**config.mk**
```make
export PLATFORM = sky130hd
export DESIGN_NAME = irq_pin_conditioner
export DESIGN_NICKNAME = d
export VERILOG_FILES = /design/src/rtl/pin_cond_pkg.sv /design/src/rtl/pin_cond_filter.sv /design/src/rtl/pin_cond_action.sv /design/src/rtl/irq_pin_conditioner.sv
export SDC_FILE = /design/constraint.sdc
export NUM_CORES = 1
export LEC_CHECK = 0
export BUFFER_PORTS_ARGS = -buffer_cell sky130_fd_sc_hd__buf_2
export CORE_AREA = 3 3 40 42
export CTS_CLUSTER_DIAMETER = 120
export DETAILED_ROUTE_END_ITERATION = 10
export DIE_AREA = 0 0 43 45
export GPL_TIMING_DRIVEN = 0
export PLACE_DENSITY = 0.71
export SLEW_MARGIN = 20
export SYNTH_ARGS = -nofsm -noshare
export SYNTH_HDL_FRONTEND = slang
export SYNTH_SLANG_ARGS = --single-unit
```
**constraint.sdc**
```tcl
create_clock -name clk_i -period 1.59 [get_ports clk_i]
set_input_delay 0.159 -clock clk_i [delete_from_list [all_inputs] [get_ports clk_i]]
set_output_delay 0.159 -clock clk_i [all_outputs]
set_load 0.05 [all_outputs]
```
**src/rtl/pin_cond_pkg.sv**
```systemverilog
package pin_cond_pkg;
  localparam int unsigned NUM_PINS = 7;
  localparam int unsigned IDX_W    = 3;

  typedef enum logic [IDX_W-1:0] {
    PIN_EXT    = 3'd0,
    PIN_THERM  = 3'd1,
    PIN_MCK    = 3'd2,
    PIN_CKSTOP = 3'd3,
    PIN_HRST   = 3'd4,
    PIN_SRST   = 3'd5,
    PIN_TBEN   = 3'd6
  } pin_id_e;

  typedef struct packed {
    logic ext_irq;
    logic therm_irq;
    logic mck_req;
    logic srst_req;
    logic halt;
    logic hrst_pulse;
  } req_t;
endpackage

```
**src/rtl/pin_cond_filter.sv**
```systemverilog
module pin_cond_filter #(
  parameter int unsigned NUM_PINS = 7,
  parameter int unsigned IDX_W    = 3
) (
  input  logic                clk_i,
  input  logic                rst_ni,
  input  logic                vld_i,
  input  logic [IDX_W-1:0]    idx_i,
  input  logic                lvl_i,
  output logic [NUM_PINS-1:0] chg_o,
  output logic [NUM_PINS-1:0] state_o
);
  logic [NUM_PINS-1:0] hit;
  logic [NUM_PINS-1:0] state_q;

  // An index with no matching pin hits nothing, so it is dropped.
  for (genvar p = 0; p < NUM_PINS; p++) begin : g_pin
    assign hit[p]   = vld_i && (idx_i == IDX_W'(p));
    assign chg_o[p] = hit[p] && (state_q[p] != lvl_i);

    always_ff @(posedge clk_i or negedge rst_ni) begin
      if (!rst_ni)       state_q[p] <= 1'b0;
      else if (chg_o[p]) state_q[p] <= lvl_i;
    end
  end

  assign state_o = state_q;
endmodule

```
**src/rtl/pin_cond_action.sv**
```systemverilog
module pin_cond_action
  import pin_cond_pkg::*;
#(
  parameter int unsigned NUM_PINS = 7
) (
  input  logic                clk_i,
  input  logic                rst_ni,
  input  logic [NUM_PINS-1:0] chg_i,
  input  logic                lvl_i,
  input  logic                ack_i,
  output req_t                req_o
);
  req_t req_q, req_d;
  logic mck_fall;

  assign mck_fall = chg_i[PIN_MCK] && !lvl_i;

  always_comb begin
    req_d            = req_q;
    req_d.hrst_pulse = chg_i[PIN_HRST] && lvl_i;
    if (chg_i[PIN_EXT])    req_d.ext_irq   = lvl_i;
    if (chg_i[PIN_THERM])  req_d.therm_irq = lvl_i;
    if (chg_i[PIN_SRST])   req_d.srst_req  = lvl_i;
    if (chg_i[PIN_CKSTOP]) req_d.halt      = lvl_i;
    // new edge beats a same-cycle acknowledge
    if (mck_fall)          req_d.mck_req   = 1'b1;
    else if (ack_i)        req_d.mck_req   = 1'b0;
  end

  always_ff @(posedge clk_i or negedge rst_ni) begin
    if (!rst_ni) req_q <= '0;
    else         req_q <= req_d;
  end

  assign req_o = req_q;
endmodule

```
**src/rtl/irq_pin_conditioner.sv**
```systemverilog
module irq_pin_conditioner
  import pin_cond_pkg::*;
#(
  parameter int unsigned NUM_PINS = pin_cond_pkg::NUM_PINS,
  parameter int unsigned IDX_W    = pin_cond_pkg::IDX_W
) (
  input  logic                clk_i,
  input  logic                rst_ni,
  input  logic                pin_vld_i,
  input  logic [IDX_W-1:0]    pin_idx_i,
  input  logic                pin_lvl_i,
  input  logic                mck_ack_i,
  output logic                ext_irq_o,
  output logic                therm_irq_o,
  output logic                mck_req_o,
  output logic                srst_req_o,
  output logic                halt_o,
  output logic                hrst_o,
  output logic [NUM_PINS-1:0] pin_state_o
);
  logic [NUM_PINS-1:0] chg;
  req_t                req;

  pin_cond_filter #(.NUM_PINS(NUM_PINS), .IDX_W(IDX_W)) u_filter (
    .clk_i   (clk_i),
    .rst_ni  (rst_ni),
    .vld_i   (pin_vld_i),
    .idx_i   (pin_idx_i),
    .lvl_i   (pin_lvl_i),
    .chg_o   (chg),
    .state_o (pin_state_o)
  );

  pin_cond_action #(.NUM_PINS(NUM_PINS)) u_action (
    .clk_i  (clk_i),
    .rst_ni (rst_ni),
    .chg_i  (chg),
    .lvl_i  (pin_lvl_i),
    .ack_i  (mck_ack_i),
    .req_o  (req)
  );

  assign ext_irq_o   = req.ext_irq;
  assign therm_irq_o = req.therm_irq;
  assign mck_req_o   = req.mck_req;
  assign srst_req_o  = req.srst_req;
  assign halt_o      = req.halt;
  assign hrst_o      = req.hrst_pulse;
endmodule

```
; ---- Yosys cells after proc, flatten, opt, wreduce, memory -nomap -nowiden
; Cells that the tools add are included.
[totals]
reg_bits = 9
in_bits = 8
output_inout_bits = 13
wordCells = 43
[op_classes]
eq_ne = 13
mux = 2
n_reduce_logical = 19
[ops]
columns = cell, n
row1 = logical AND 1 bit, 16
row2 = "equality test 3 bit, second input constant", 3
row3 = != test 1 bit, 7
row4 = "equality test 3 x 2 -> 1 bit, second input constant", 2
row5 = "equality test 3 x 1 -> 1 bit, second input constant", 1
row6 = logical NOT 3 bit, 1
row7 = 2-to-1 mux 1 bit, 2
row8 = nonzero test 2 bit, 1
row9 = logical NOT 1 bit, 1

; ---- Longest topological paths before layout
; Gate-level depths: netlist of the first run.
[logic_depth]
word_depth = 5
depth_mapped = 2
ltp_nobuf = 2

; ---- Modules after synthesis
; A second synthesis of the first run with hierarchy kept.
[unflattened]
hier_cells = 51
area_unflattened_um2 = 684.4
[by_module_without_submodules]
columns = mod, n_inst, cells_each, area_per_inst_um2, seq_area_each_um2
row1 = pin_cond_filter, 1, 37, 452.9, 175.2
row2 = pin_cond_action, 1, 14, 231.5, 150.1

; ---- Worst setup path before layout of the first run
; OpenSTA, ideal clock, no wires.
[synth_timing]
kind = flip-flop to output port
from = register u_filter.state_q[1] (netlist: u_filter.state_o[1])
to = output port pin_state_o[1]
arrival_time_ns = 0.904
required_time_ns = 1.431
setup_slack_ns = 0.527
stages_incl_launch_ff = 2
n_path_buf = 1
path_cell_list = dfrtp_1 buf_4
[synth_rtl]
columns = item, line_no
row1 = start: declaration, pin_cond_filter.sv:14  ; logic [NUM_PINS-1:0] state_q;
row2 = start signal: indexed assignment, pin_cond_filter.sv:23  ; else if (chg_o[p]) state_q[p] <= lvl_i;
row3 = end: declaration, irq_pin_conditioner.sv:19  ; output logic [NUM_PINS-1:0] pin_state_o
; No word-level cell between the ends.

==> results.md, run 1 <==
* Run status: finished, final reports clean
* Clk network pwr share at 0.204
* Number of nets still failing antenna checks after routing at 0
* Power per standard cell area at 1469 nW/um^2
* Setup repair after global routing missed its margin: no
* Cell with the most instances after synthesis: sky130_fd_sc_hd__dfrtp_1
* Mean instance size in the synthesized netlist at 14.13 um^2
* Area of the core at 1285 um^2
* Syn. warnings at 0
* Die W at 43 um
* Setup TNS at 0 ns
* Final critical path time including I/O delays and setup at between 1 and 1.5 ns
* Antenna diode instance count at 0
* Critical setup path kind: flip-flop to output port
* Clock tree sinks at 9
* Vert. Die Dim at 45 um
* Maximum clock insertion buffer count at 2
* Via count normalized by instance count at 4.732
* Total Power at 0.8732 mW
* Highest clock frequency the design can meet at between 800 and 900 MHz
* Portion of the post-synthesis area used by sequential elements at 0.5143
* List of cells traversed by the critical path: buf_4, buf_2
* Placed wire-length estimate after detailed placement at 639.4 um
* Count of filler cells inserted in the layout at 135
* Top cells by area, synth: sky130_fd_sc_hd__dfrtp_1 (51%), sky130_fd_sc_hd__mux2_2 (15%), sky130_fd_sc_hd__buf_4 (6.9%)
* End-of-flow core utilization at 0.4625
* GP Congestion at roughly 0.63
* Fraction of power spent switching nets at 0.4524
* Pin count of the biggest net entering global routing at 10
* I/O Pins at 21
* Power Internal at about 0.48 mW
* Post-Syn Area at 437.9 um^2
* Area occupied by multi-input gates at between 150 and 200 um^2
* Clk pin slew, worst setup/hold paths at approximately 0.070 ns
* Register-to-register setup slack at between 0.8 and 0.9 ns
* Detailed Route WL at between 800 and 900 um
* Quantity of I/O buffers inserted on ports at 20
* Max-capacitance violation count at 0
* Cell with the largest stage delay on the worst path: sky130_fd_sc_hd__dfrtp_1
* Post-layout nets at 65
* Clock Tree Root: sky130_fd_sc_hd__clkbuf_4
* Sw power at ~0.40 mW
* Vias in the first global route at 358
* Max-slew violations at 0
* DR DRC count at 0
* Post-Place Cells at 66
* Share of async-settable or async-resettable flops after synthesis at 1.000
* Largest driver fanout on the critical path at 3
* Total gr overflow at 0
* Buffer count from post-CTS setup fixing at 0
* H-tree levels at 1
* Sequential cell area at 225.2 um^2
* Number of CTS-inserted buffers at 3
* Syn Nets at 39
* Per-cell routed wire length at roughly 12 um
* Effective utilization at floorplan at 0.3408
* Total number of vias at ~340
* Leading post-synthesis cells by instance count: sky130_fd_sc_hd__dfrtp_1 (9), sky130_fd_sc_hd__mux2_2 (6), sky130_fd_sc_hd__buf_4 (4), sky130_fd_sc_hd__nand4b_1 (3)
* Endpoints failing hold at 0
* Largest voltage drop on the vdd net at around 0.56 mV
* Delay contributed by the slowest stage of the critical path at 0.39 ns
* Site row count at 13
* Final worst-path cycle share at 0.7176
* DIE AREA at 1935 um^2
* Main flop type after synthesis: sky130_fd_sc_hd__dfrtp_1
* Flip-flop and latch count after synthesis at 9
* Growth of design area from synthesis to finish at 35.71%
* Endpoint arrival time on the critical path at 0.98 ns
* Startpoint types: flip-flop
* Path class of the lowest-slack min-delay path: input port to flip-flop
* LEAKAGE at 0.2936 nW
* Worst Hold Slack at 0.07501 ns
* Clock latency reported for the late side of the worst-skew pair at 0.26 ns
* First-pass iteration count of the detailed router at 4
* Fraction of layout instances using a drive strength above 1 at 0.6429
* Required time at the endpoint of the critical path at 1.43 ns
* Combinational fraction of design power at 0.458
* Crit end category: output port
* Final number of setup-violating endpoints at 0
* Total routing usage reported by global routing at 0.1085
* Sequential group share of total power at 0.337
* Initial antenna violation count at 0
* Initial detailed-routing violation count at 4
* Area leader, netlist: sky130_fd_sc_hd__dfrtp_1
* Transition time at the pin with the least slew margin at 0.2515 ns
* Relative slew slack at 0.8335
* CTS tree: built
* Number of flops mapped to enable cells by yosys at 0
* Wire length of the first global-routing pass at 1524 um
* Number of different library cells in the post-synthesis netlist at 11
* # resized after CTS at 0
* Share of the synthesized area in the top cell type at 0.5143
* Gate count of the mapped netlist at 31
* Worst clock skew on the final layout at approximately 0.00015 ns
* Count of non-filler cells in the finished layout at 71
## registers in the layout, summed over array words and instances (netlist names)
register / flops
u_filter.state_o: 5
u_action.req_o: 4
## layout make-up
class | count | share of cell area
flip-flops and latches | 9 | 0.3789
clock inverters | 1 | 0.008421
multi-input cells | 16 | 0.2947
repair buffers | 21 | 0.1853
clock buffers | 3 | 0.03789
well taps | 15 | 0.03158
inverters | 2 | 0.01263
plain buffers | 4 | 0.05053
## worst paths after layout
check / startpoint / endpoint / depth (start not counted)
min in group asynchronous: rst_ni / u_action.req_o[1] / 2
max in group asynchronous: rst_ni / u_action.req_o[0] / 2
setup reg to reg: u_action.req_o[1] / u_action.req_o[1] / 1
setup / recovery: u_action.req_o[1] / pin_state_o[3] / 2
hold / removal: mck_ack_i / u_action.req_o[3] / 2
hold reg to reg: u_filter.state_o[4] / u_action.req_o[0] / 1
## repair_timing
| action | in CTS | in global routing |
|---|---|---|
| endpoints found under the hold margin | 9 | 0 |
| endpoints found under the setup margin | 0 | 0 |
| hold buffers | 1 | 0 |
## power by group through the flow
stage	clock [mW]	sequential (mW)	combinational, mW
2_1_floorplan	0	0.443	0.165
3_3_place_gp	0	0.298	0.397
4_1_cts	0.184	0.297	0.404
6_report	0.178	0.295	0.400
5_1_grt	0.200	0.304	0.418
3_5_place_dp	0	0.301	0.401
## layout by cell type (no fill, tap or decap), types with 2 or more instances in the layout
master / count
sky130_fd_sc_hd__dfrtp_1: 9
sky130_fd_sc_hd__nand4bb_1: 2
sky130_fd_sc_hd__nand4b_1: 3
sky130_fd_sc_hd__inv_1: 2
sky130_fd_sc_hd__clkbuf_4: 3
sky130_fd_sc_hd__buf_4: 4
sky130_fd_sc_hd__mux2_2: 6
sky130_fd_sc_hd__buf_2: 20
## worst max-delay path, delay by kind of cell, from the launching register on
kind / cells / cell delay [ns]
buffers and inverters: 2 / 0.33
DFF: 1 / 0.39
## metal layers
layer  track usage  part of all wire  up-vias
li1              -                 -      163
met1        0.1191              0.39      159
met2        0.1766              0.52       14
met3       0.05179             0.084        0
met4       0.05422                 0        0
met5             0                 0        -
## through the flow
step	worst slack, ns	area [um^2]
after detailed placement	0.5193	556.8
after global placement	0.5337	556.8
after floorplan	0.5273	437.9
after CTS	0.4331	594.3
final	0.4490	594.3
after global routing	0.3802	594.3
## kinds of logic (layout without fill, tap and decap cells)
| group | Yosys count | in the layout | synth area share |
|---|---|---|---|
| AND/OR/NAND/NOR | 8 | 8 | 0.1914 |
| buffers and inverters | 6 | 31 | 0.08572 |
| flip-flops | 9 | 9 | 0.5143 |
| AO/OA/AOI/OAI | 1 | 1 | 0.02000 |
| multiplexers | 7 | 7 | 0.1886 |
Power figures use the tool's default switching activity.
==> run 2, diff against run 1 <==
--- a/config.mk
+++ b/config.mk
@@ -5,13 +5,14 @@
 export SDC_FILE = /design/constraint.sdc
 export NUM_CORES = 1
 export LEC_CHECK = 0
+export ABC_AREA = 1
 export BUFFER_PORTS_ARGS = -buffer_cell sky130_fd_sc_hd__buf_2
 export CORE_AREA = 3 3 40 42
 export CTS_CLUSTER_DIAMETER = 120
 export DETAILED_ROUTE_END_ITERATION = 10
 export DIE_AREA = 0 0 43 45
 export GPL_TIMING_DRIVEN = 0
-export PLACE_DENSITY = 0.71
+export PLACE_DENSITY = 0.76
 export SLEW_MARGIN = 20
 export SYNTH_ARGS = -nofsm -noshare
 export SYNTH_HDL_FRONTEND = slang
==> constraint.sdc (replaced) <==
create_clock -name clk_i -period 1.16 [get_ports clk_i]
set_input_delay 0.116 -clock clk_i [delete_from_list [all_inputs] [get_ports clk_i]]
set_output_delay 0.116 -clock clk_i [all_outputs]
set_load 0.05 [all_outputs]
==> run 2 against run 1 <==
Against the previous run:
- sequential share of layout area fell by 3.2 points
- via count rose by 34%
- global-route usage rose by 0.36 points
- routed wire length rose by 8.4%
- final cell count rose by 51%
- setup slack got worse by 0.38 ns
- non-clock buffer count did not move
- critical path depth did not move
- critical endpoint unchanged
- largest power group unchanged
==> results.md, run 2 <==
* End-of-flow core utilization at 0.5054 (+0.04284)
* Top cells by area, synth: sky130_fd_sc_hd__dfrtp_1 (46%), sky130_fd_sc_hd__nand2_1 (17%), sky130_fd_sc_hd__inv_1 (11%)
* Final worst-path cycle share at 0.9429
* Buffer count from post-CTS setup fixing at 0 (unchanged)
* Final number of setup-violating endpoints at 0 (unchanged)
* I/O Pins at 21 (unchanged)
* Register-to-register setup slack at 0.48 ns (-0.33 ns)
* Max reg flops at 5 (unchanged)
* First-pass iteration count of the detailed router at 4 (unchanged)
* Cell with the largest stage delay on the worst path: sky130_fd_sc_hd__dfrtp_1
* Worst clock skew on the final layout at 0.0009273 ns (+0.0007728 ns)
* Via count normalized by instance count at 4.206 (-11%)
* Number of CTS-inserted buffers at 3 (unchanged)
* Detailed Route WL at 917 um (+8.4%)
* Flip-flop and latch count after synthesis at 9 (unchanged)
* CTS tree: built
* Growth of design area from synthesis to finish at 31.39%
* Syn. warnings at 0 (unchanged)
* Largest driver fanout on the critical path at 3 (unchanged)
* Antenna diode instance count at 0 (unchanged)
* Number of flops mapped to enable cells by yosys at 0 (unchanged)
* LEAKAGE at 0.3936 nW (+34%)
* Main flop type after synthesis: sky130_fd_sc_hd__dfrtp_1
* Count of non-filler cells in the finished layout at 107 (+51%)
* Area of the core at 1285 um^2 (unchanged)
* DIE AREA at 1935 um^2 (unchanged)
* Clock Tree Root: sky130_fd_sc_hd__clkbuf_4
* Xor and xnor fraction of the mapped netlist area at 0 (unchanged)
* Critical setup path kind: flip-flop to output port
* Share of async-settable or async-resettable flops after synthesis at 1.000 (unchanged)
* Site row count at 13 (unchanged)
* Dominant combinational cell family by area after synthesis: simple AND/OR/NAND/NOR gates
* Vias in the first global route at 388 (+8.4%)
* Highest clock frequency the design can meet at just over 900 MHz
* Number of nets still failing antenna checks after routing at 0 (unchanged)
* Initial antenna violation count at 0 (unchanged)
* DR DRC count at 0 (unchanged)
* Destination of the worst hold path: u_action.req_o[3]
* Total number of vias at 450 (+34%)
* Gate count of the mapped netlist at 67 (+120%)
* Max-capacitance violation count at 0 (unchanged)
* Max-slew violations at 0 (unchanged)
* Commonest cells after routing, fill and taps aside: sky130_fd_sc_hd__nand2_1 (22), sky130_fd_sc_hd__buf_2 (20), sky130_fd_sc_hd__inv_1 (15), sky130_fd_sc_hd__dfrtp_1 (9), sky130_fd_sc_hd__nand3_1 (6)
* Kind of cell adding the most delay to the critical path: flip-flops
* Syn Nets at 75 (+92%)
* Effective utilization at floorplan at 0.3846 (+0.04382)
* Post-layout nets at 101 (+55%)
* Pin count of the biggest net entering global routing at 10 (unchanged)
* Total cell area at the placement stage at 613.1 um^2 (+10%)
* Reg2reg end: u_action.req_o[1]
* Critical path buffer and inverter count at 2 (unchanged)
* Compound-gate portion of the synthesized area at 0.03038 (+0.01038)
* Register-to-Register Path Depth at 4 (+3)
* Endpoints failing hold at 0 (unchanged)
* Adder and majority gate portion of the synthesized area at 0 (unchanged)
* Cell with the most instances after synthesis: sky130_fd_sc_hd__nand2_1
* Delay contributed by the slowest stage of the critical path at 0.39 ns (about the same)
* Endpoint arrival time on the critical path at 0.98 ns (about the same)
* Final critical path time including I/O delays and setup at 1.094 ns
* GP Congestion at 0.7968 (+26%)
* Quantity of I/O buffers inserted on ports at 20 (unchanged)
* Clock latency reported for the late side of the worst-skew pair at 0.26 ns (about the same)
* Setup TNS at 0 ns (unchanged)
* Total routing usage reported by global routing at 0.1120 (+0.003553)
* Post-Place Cells at 102 (+55%)
* Worst Hold Slack at 0.09052 ns (+0.01551 ns)
* Startpoint types: flip-flop
* Fraction of layout instances using a drive strength above 1 at 0.3587 (-0.2842)
* Launch instance of the worst register-to-register path: u_action.req_o[1]
* Path class of the lowest-slack min-delay path: input port to flip-flop
* Relative slew slack at 0.8319 (-0.001651)
* Initial detailed-routing violation count at 2 (-2)
* Area leader, netlist: sky130_fd_sc_hd__dfrtp_1
* Transition time at the pin with the least slew margin at 0.2540 ns (+0.002494 ns)
* Wire length of the first global-routing pass at 1573 um (+3.2%)
* Clk pin slew, worst setup/hold paths at 0.06 ns (about the same)
* H-tree levels at 1 (unchanged)
* Required time at the endpoint of the critical path at 1.04 ns (-0.39 ns)
* Hold path cells at 4 (+2)
* Vert. Die Dim at 45 um (unchanged)
* Most common cell after layout, fill and taps aside: sky130_fd_sc_hd__nand2_1
* Share of cell area taken by muxes after synthesis at 0 (-0.1886)
* Post-Syn Area at 494.2 um^2 (+13%)
* Run status: finished, final reports clean
* Largest voltage drop on the vdd net at 1.127 mV (+100%)
* Total gr overflow at 0 (unchanged)
* Power per standard cell area at 1744 nW/um^2 (+19%)
* Final Instance Area at 649.4 um^2 (+9.3%)
* Per-cell routed wire length at 8.570 um (-28%)
* Placed wire-length estimate after detailed placement at 729.6 um (+14%)
* Simple-gate area share of the yosys netlist at 0.3241 (+0.1326)
* Crit end category: output port
* Die W at 43 um (unchanged)
* Mean instance size in the synthesized netlist at 7.376 um^2 (-48%)
* Portion of the post-synthesis area used by sequential elements at 0.4557 (-0.05859)
* # resized after CTS at 0 (unchanged)
* Share of the synthesized area in the top cell type at 0.4557 (-0.05859)
* Leading post-synthesis cells by instance count: sky130_fd_sc_hd__nand2_1 (22), sky130_fd_sc_hd__inv_1 (15), sky130_fd_sc_hd__dfrtp_1 (9), sky130_fd_sc_hd__nand3_1 (6), sky130_fd_sc_hd__buf_4 (4)
* List of cells traversed by the critical path: buf_4, buf_2
* Setup repair after global routing missed its margin: no
* Critical Path Source: u_action.req_o[1]
* Clock tree sinks at 9 (unchanged)
* Critical hold path startpoint: mck_ack_i
* Number of different library cells in the post-synthesis netlist at 11 (unchanged)
* Maximum clock insertion buffer count at 2 (unchanged)
[run 2: routing by layer]
layer	wire length (um)	part of all wire	global-route usage
met5	0	0	0
met4	30	0.033	0.1084
met3	84	0.092	0.01195
met2	370	0.40	0.1677
met1	432	0.47	0.1397
[run 2: kinds of logic (layout without fill, tap and decap cells)]
group / count (synthesis) / after routing
compound gates: 3 / 3
simple gates: 34 / 34
flops: 9 / 9
buf+inv: 21 / 46
[run 2: worst reg2reg max path: cells and delay by family, from the launching register on]
family	cells	cell delay, ns
flops	1	0.39
simple gates	2	0.10
buf+inv	2	0.10
[run 2: worst max-delay path by stage]
stage / to / slack, ns / depth (start not counted)
after CTS: pin_state_o[3] / 0.05 / 2
after global placement: pin_state_o[0] / 0.35 / 2
after floorplan: pin_state_o[0] / 0.14 / 1
after global routing: pin_state_o[1] / 0.003 / 2
final: pin_state_o[3] / 0.07 / 2
after detailed placement: pin_state_o[3] / 0.34 / 2
[run 2: timing repair]
| item | in CTS | in global routing |
|---|---|---|
| hold endpoints to repair | 9 | 0 |
| hold buffers | 1 | 0 |
| endpoints found under the setup margin | 0 | 0 |
[run 2: per-stage QoR]
| stage | worst slack, ns | power (mW) |
|---|---|---|
| 2_1_floorplan | 0.1404 | 0.7864 |
| 3_3_place_gp | 0.3483 | 0.8922 |
| 3_5_place_dp | 0.3420 | 0.9010 |
| 4_1_cts | 0.04995 | 1.150 |
| 5_1_grt | 0.003100 | 1.213 |
| 6_report | 0.06620 | 1.133 |
[run 2: area by class of cell]
cell class                 count  area [um^2]
clock buffer                   4        26.28
fill                         131        635.6
tap                           15        18.77
buffer                         4        30.03
timing repair buffer          21        110.1
inverter                      17        63.81
multi-input combinational     37        175.2
sequential                     9        225.2
[run 2: power breakdown]
| group | internal, mW | total (mW) | switching [mW] |
|---|---|---|---|
| Sequential | 0.361 | 0.391 | 0.0297 |
| Clock | 0.132 | 0.239 | 0.107 |
| Combinational | 0.128 | 0.502 | 0.374 |
